--- src/rtl/wbm_pkg.sv ---
package wbm_pkg;
  localparam int BYTE_W = 8;

  typedef struct packed {
    logic drain;
    logic load;
    logic merge;
    logic fwd;
  } wbm_act_t;
endpackage

--- src/rtl/wbm_decide.sv ---
module wbm_decide
  import wbm_pkg::*;
#(
  parameter int WORD_W = 30,
  parameter int LANES  = 4
) (
  input  logic              entry_v,
  input  logic [WORD_W-1:0] entry_word,
  input  logic [LANES-1:0]  entry_be,
  input  logic              up_valid,
  input  logic              up_pref,
  input  logic [WORD_W-1:0] up_word,
  input  logic [LANES-1:0]  up_be,
  input  logic              slot_free,
  input  logic              flush_req,
  input  logic              tmo,
  output logic              up_ready,
  output logic              conflict,
  output wbm_act_t          act
);
  logic accept;

  always_comb begin
    conflict = entry_v && (!up_pref || (up_word != entry_word) || ((entry_be & up_be) != '0));
    if (up_pref) up_ready = !conflict || slot_free;
    else         up_ready = !entry_v && slot_free;
    accept    = up_valid && up_ready;
    act.drain = entry_v && slot_free && (flush_req || tmo || (up_valid && conflict));
    act.fwd   = accept && !up_pref;
    act.load  = accept && up_pref && (!entry_v || act.drain);
    act.merge = accept && up_pref && entry_v && !act.drain;
  end
endmodule

--- src/rtl/wbm_lane_merge.sv ---
module wbm_lane_merge
  import wbm_pkg::*;
#(
  parameter int LANES = 4
) (
  input  logic [LANES*BYTE_W-1:0] old_data,
  input  logic [LANES-1:0]        old_be,
  input  logic [LANES*BYTE_W-1:0] new_data,
  input  logic [LANES-1:0]        new_be,
  input  logic                    fresh,
  output logic [LANES*BYTE_W-1:0] out_data,
  output logic [LANES-1:0]        out_be
);
  for (genvar i = 0; i < LANES; i++) begin : g_lane
    always_comb begin
      if (new_be[i])  out_data[i*BYTE_W +: BYTE_W] = new_data[i*BYTE_W +: BYTE_W];
      else if (fresh) out_data[i*BYTE_W +: BYTE_W] = '0;
      else            out_data[i*BYTE_W +: BYTE_W] = old_data[i*BYTE_W +: BYTE_W];
      out_be[i] = new_be[i] || (!fresh && old_be[i]);
    end
  end
endmodule

--- src/rtl/wbm_idle_timer.sv ---
module wbm_idle_timer #(
  parameter int LIMIT = 16
) (
  input  logic clk,
  input  logic rst,
  input  logic entry_v,
  input  logic accept,
  input  logic drain,
  output logic tmo
);
  localparam int CW = $clog2(LIMIT + 1);
  localparam logic [CW-1:0] LIM = CW'(LIMIT);

  logic [CW-1:0] cnt;

  always_ff @(posedge clk) begin
    if (rst || accept || drain || !entry_v) cnt <= '0;
    else if (cnt != LIM)                    cnt <= cnt + 1'b1;
  end

  assign tmo = entry_v && (cnt == LIM);

  assert_restart_R11: assert property (@(posedge clk) disable iff (rst)
    accept |=> !tmo);
endmodule

--- src/rtl/wmerge_buf.sv ---
module wmerge_buf
  import wbm_pkg::*;
#(
  parameter int WORD_W     = 30,
  parameter int LANES      = 4,
  parameter int IDLE_LIMIT = 16
) (
  input  logic                    clk,
  input  logic                    rst,
  input  logic                    up_valid,
  output logic                    up_ready,
  input  logic [WORD_W-1:0]       up_word_addr,
  input  logic [LANES*BYTE_W-1:0] up_data,
  input  logic [LANES-1:0]        up_be,
  input  logic                    up_pref,
  input  logic                    flush_req,
  output logic                    dn_valid,
  input  logic                    dn_ready,
  output logic [WORD_W-1:0]       dn_word_addr,
  output logic [LANES*BYTE_W-1:0] dn_data,
  output logic [LANES-1:0]        dn_be
);
  localparam int DATA_W = LANES * BYTE_W;

  logic              entry_v;
  logic [WORD_W-1:0] entry_word;
  logic [DATA_W-1:0] entry_data;
  logic [LANES-1:0]  entry_be;
  logic              slot_free, tmo, conflict, fresh;
  wbm_act_t          act;
  logic [DATA_W-1:0] mrg_data, fwd_data;
  logic [LANES-1:0]  mrg_be, fwd_be;

  assign slot_free = !dn_valid || dn_ready;
  assign fresh     = !entry_v || act.drain;

  wbm_decide #(.WORD_W(WORD_W), .LANES(LANES)) u_decide (
    .entry_v(entry_v), .entry_word(entry_word), .entry_be(entry_be),
    .up_valid(up_valid), .up_pref(up_pref), .up_word(up_word_addr), .up_be(up_be),
    .slot_free(slot_free), .flush_req(flush_req), .tmo(tmo),
    .up_ready(up_ready), .conflict(conflict), .act(act)
  );

  wbm_lane_merge #(.LANES(LANES)) u_merge (
    .old_data(entry_data), .old_be(entry_be), .new_data(up_data), .new_be(up_be),
    .fresh(fresh), .out_data(mrg_data), .out_be(mrg_be)
  );

  wbm_lane_merge #(.LANES(LANES)) u_mask (
    .old_data(entry_data), .old_be(entry_be), .new_data(up_data), .new_be(up_be),
    .fresh(1'b1), .out_data(fwd_data), .out_be(fwd_be)
  );

  wbm_idle_timer #(.LIMIT(IDLE_LIMIT)) u_timer (
    .clk(clk), .rst(rst), .entry_v(entry_v),
    .accept(act.load || act.merge), .drain(act.drain), .tmo(tmo)
  );

  // held word
  always_ff @(posedge clk) begin
    if (rst) begin
      entry_v    <= 1'b0;
      entry_word <= '0;
      entry_data <= '0;
      entry_be   <= '0;
    end else begin
      if (act.load || act.merge) begin
        entry_v    <= 1'b1;
        entry_data <= mrg_data;
        entry_be   <= mrg_be;
        if (act.load) entry_word <= up_word_addr;
      end else if (act.drain) begin
        entry_v <= 1'b0;
      end
    end
  end

  // registered downstream slot
  always_ff @(posedge clk) begin
    if (rst) begin
      dn_valid     <= 1'b0;
      dn_word_addr <= '0;
      dn_data      <= '0;
      dn_be        <= '0;
    end else if (act.drain) begin
      dn_valid     <= 1'b1;
      dn_word_addr <= entry_word;
      dn_data      <= entry_data;
      dn_be        <= entry_be;
    end else if (act.fwd) begin
      dn_valid     <= 1'b1;
      dn_word_addr <= up_word_addr;
      dn_data      <= fwd_data;
      dn_be        <= fwd_be;
    end else if (dn_ready) begin
      dn_valid     <= 1'b0;
    end
  end

  assert_reset_idle_R1: assert property (@(posedge clk)
    rst |=> (!dn_valid && !entry_v));

  assert_hold_out_R7: assert property (@(posedge clk) disable iff (rst)
    (dn_valid && !dn_ready) |=> (dn_valid && $stable(dn_word_addr) && $stable(dn_data) && $stable(dn_be)));

  assert_union_be_R2: assert property (@(posedge clk) disable iff (rst)
    act.merge |=> (entry_v && entry_be == ($past(entry_be) | $past(up_be))));

  assert_overlap_flush_R4: assert property (@(posedge clk) disable iff (rst)
    (up_valid && up_ready && up_pref && entry_v && up_word_addr == entry_word && (entry_be & up_be) != '0)
      |=> (dn_valid && dn_be == $past(entry_be) && entry_be == $past(up_be)));

  assert_addr_flush_R5: assert property (@(posedge clk) disable iff (rst)
    (up_valid && up_ready && up_pref && entry_v && up_word_addr != entry_word)
      |=> (dn_valid && dn_word_addr == $past(entry_word) && entry_word == $past(up_word_addr)));

  assert_fwd_alone_R6: assert property (@(posedge clk) disable iff (rst)
    (up_valid && up_ready && !up_pref)
      |=> (dn_valid && !entry_v && dn_be == $past(up_be) && dn_word_addr == $past(up_word_addr)));

  assert_stall_R8: assert property (@(posedge clk) disable iff (rst)
    (up_valid && entry_v && dn_valid && !dn_ready && up_word_addr != entry_word) |-> !up_ready);

  for (genvar i = 0; i < LANES; i++) begin : g_chk
    assert_zero_lane_R3: assert property (@(posedge clk) disable iff (rst)
      (dn_valid && !dn_be[i]) |-> (dn_data[i*BYTE_W +: BYTE_W] == '0));
  end
endmodule

--- config.mk ---
export PLATFORM = sky130hd
export DESIGN_NAME = wmerge_buf
export DESIGN_NICKNAME = d
export VERILOG_FILES = /design/src/rtl/wbm_pkg.sv /design/src/rtl/wbm_decide.sv /design/src/rtl/wbm_lane_merge.sv /design/src/rtl/wbm_idle_timer.sv /design/src/rtl/wmerge_buf.sv
export SDC_FILE = /design/constraint.sdc
export NUM_CORES = 1
export LEC_CHECK = 0
export ABC_CLOCK_PERIOD_IN_PS = 3520
export CAP_MARGIN = 20
export CORE_MARGIN = 5
export CORE_UTILIZATION = 49
export DETAILED_ROUTE_END_ITERATION = 16
export GPL_TIMING_DRIVEN = 0
export PLACE_DENSITY = 0.79
export RECOVER_POWER = 100
export SYNTH_ARGS = -nofsm -noshare
export SYNTH_HDL_FRONTEND = slang
export SYNTH_SLANG_ARGS = --single-unit
--- constraint.sdc ---
create_clock -name clk -period 3.52 [get_ports clk]
set_input_delay 0.88 -clock clk [delete_from_list [all_inputs] [get_ports clk]]
set_output_delay 0.88 -clock clk [all_outputs]
set_load 0.02 [all_outputs]
==> flow_summary.toml <==
[setup_path]
cp_common_cell = "nand2_2"
slowest_delay_ps = 520
critPathRequiredTime_ps = 2640
crit_type = "primary input to output pin"
crit_fanout = 4
end_kind = "output pin"
start_kind = "primary input"
cp_cell_sequence = "buf_2, a221o_1, or4_4, or3_4, nand2_2, nand2_2, a21oi_2, buf_4"
cp_data_arrival_time_ps = 2650
cp_slowest_cell = "or4_4"

[place]
hpwl_um = 11300
io_buffers = 137
globalplace.congestion = 0.830
dpl_worst_slack_ps = -1090
placed_area_um2 = 7180

[worst_hold_path]
hp-class = "flop to flop"

[outcome]
violations = "setup timing"
status = "finished, violations left"

[timing]
setup_viol = 1
fin_skew_ps = 8.37
fin_crit_ps = 3530
setup_slack_ps = -12.2
rsz0062_at_grt = "yes"
post-route-period-util_pct = 100
hold_violations = 0
tightest_slew_ps = 970
finalMaxSlewViolations = 0
slew_headroom_pct = 35.2
timing.fmax_mhz = 283

[yosys]
synthMuxAreaShare_pct = 10.9
syn_nets = 608
synth_area_um2 = 5630
synth-compound-area-share_pct = 18.2
yosys.cell_types.count = 39
synth_largest_area_cell = "dfxtp_1"
avgSynthCellArea_um2 = 10.5
yosysSeqAreaShare_pct = 49.5
synthXorXnorAreaFrac_pct = 4.83
synth-adder-area-share_pct = 0.445
netlist.area_leader.share_pct = 49.5
postSynthCellCount = 534
synthTopCellsByArea = "dfxtp_1, mux2i_1, a221o_1"
synth-simple-area-share_pct = 13.3
ys_ff_latch = 139
synth_top_family_by_area = "compound AO/OA/AOI/OAI gates"
yosys_warnings = 0

[cells_and_area]
layout-drive-gt1-share_pct = 10.8
nNetsFinal = 767
final_util_pct = 69.5
fin_area_um2 = 7870
area_delta_synth_final_pct = 39.9

[route]
viasPerCell = 5.70
firstDrtPassIters = 5
wl_um = 16000
vias = 4848
drt-initial-drc-count = 371
wl_per_cell_um = 18.8
final_antenna_net_count = 0
drc = 0

[die]
io_pins = 140
die_area_um2 = 13700
fp.dieW_um = 117
start_util_pct = 49.7
num_rows = 39
coreArea_um2 = 11300
dieHeight_um = 117

[clock_network]
holdBufCountCts = 0
clk_pin_slew_ps = 60
worstSkewPairLatency_ps = 420
clockBufferDepth = 2
cts_made_buffers = 17
clkSinkCount = 139
clockRootBuffer = "clkbuf_16"
cts_tree = "built"
htree_levels = 4

[run]
maxCapViolCount = 0

[pwr]
p_leak_nw = 3.66
power_density_nw_per_um2 = 524
p_total_mw = 4.12
peakVddDrop_uv = 422

[grt]
grt-ovfl-total = 0
grt_pass1_vias = 5073
grt_max_degree = 17
antenna_found_initial = 0
grt_first_pass_wirelength_um = 25300
grt_use_total_pct = 23.6
-- what timing repair did --
action | in CTS | in global routing
buffers inserted | 2 | 1
pin swaps | 13 | 12
resized for setup | 59 | 25
setup endpoints to repair | 69 | 1
-- critical path: cells and delay by family --
kind	cells	cell delay, ps
and+or+nand+nor	4	1000
AOI/OAI and AO/OA	2	490
buffers and inverters	2	280
-- power breakdown --
part	switching [mW]	leakage, nW	internal, mW
Sequential	0.0541	1.13	1.65
Combinational	0.281	2.22	0.240
Clock	0.689	0.303	1.21
Total	1.02	3.66	3.10
-- cell families after synthesis --
kind of cell / count (synthesis)
AND/OR/NAND/NOR: 146
flip-flops: 139
AO/OA/AOI/OAI: 120
multiplexers: 61
buffers and inverters: 35
XOR/XNOR: 31
adder cells (fa/ha/maj): 2
-- placed cells by master, fill, tap and decap left out, types with 27 or more instances in the layout --
cell type | synthesis | layout
a211oi_1 | 31 | 31
dlygate4sd3_1 | 0 | 68
a221o_1 | 37 | 37
nor2_1 | 69 | 69
and2_1 | 32 | 32
xor2_1 | 29 | 27
clkdlybuf4s50_1 | 0 | 34
a22o_1 | 32 | 32
mux2i_1 | 61 | 61
dfxtp_1 | 139 | 139
-- path summary, 6_finish.rpt --
| check | startpoint | endpoint | slack (ps) | cells after the start |
|---|---|---|---|---|
| max | up_word_addr[8] | up_ready | -10 | 8 |
| min | entry_data[1] | entry_data[1] | 480 | 1 |
| max reg2reg | entry_word[15] | dn_data[4] | 360 | 11 |
| min reg2reg | entry_data[1] | entry_data[1] | 480 | 1 |
-- synthesized netlist by cell type, drive strengths merged --
cell / count
and2: 32
nor3b: 8
nand4: 1
or3: 1
xor2: 29
mux2i: 61
nor2b: 4
nor3: 2
o21ai: 5
clkbuf: 21
nand2: 9
xnor2: 2
buf: 10
a22o: 32
or4: 1
a31o: 1
inv: 4
dfxtp: 139
nand3: 6
nor2: 69
nand2b: 4
a21oi: 2
nor4: 7
a221oi: 1
a211oi: 31
o2bb2ai: 1
o2111ai: 1
a21o: 4
and3b: 1
a22oi: 1
nor4bb: 1
ha: 2
a31oi: 3
a221o: 37
a41oi: 1
-- state kept, by name, summed over array words and instances (netlist names) --
| name | flops |
|---|---|
| entry_be | 4 |
| dn_data | 32 |
| u_timer.cnt | 5 |
| entry_word | 30 |
| dn_valid | 1 |
| dn_be | 4 |
| entry_v | 1 |
| entry_data | 32 |
| dn_word_addr | 30 |
-- metrics by stage --
| step | setup TNS, ps | cells | hold WS (ps) |
|---|---|---|---|
| after global placement | -55600 | 814 | 456 |
| final | -12.2 | 850 | 481 |
| after floorplan | 0 | 534 | 443 |
| after detailed placement | -62740 | 814 | 460 |
| after CTS | -97.6 | 847 | 481 |
| after global routing | -58.4 | 849 | 499 |
-- per-layer routing --
metal  up-vias  GRT usage [%]  share of wire [%]
met5         -              0                  0
li1       2296              -                  -
met3        24           6.53                7.5
met2       172           39.9                 49
met1      2356           29.1                 42
met4         0           7.80                1.7
-- area by class of cell --
type / instances / area [um2]
Buffer: 30 / 144
Tap cell: 143 / 179
Timing Repair Buffer: 141 / 1360
Clock buffer: 18 / 439
Fill cell: 861 / 3450
Antenna cell: 1 / 2.50
Multi-Input combinational cell: 360 / 2760
Clock inverter: 14 / 193
Sequential cell: 139 / 2780
Inverter: 4 / 15.0
No activity file was read; power rests on OpenSTA's default activity.
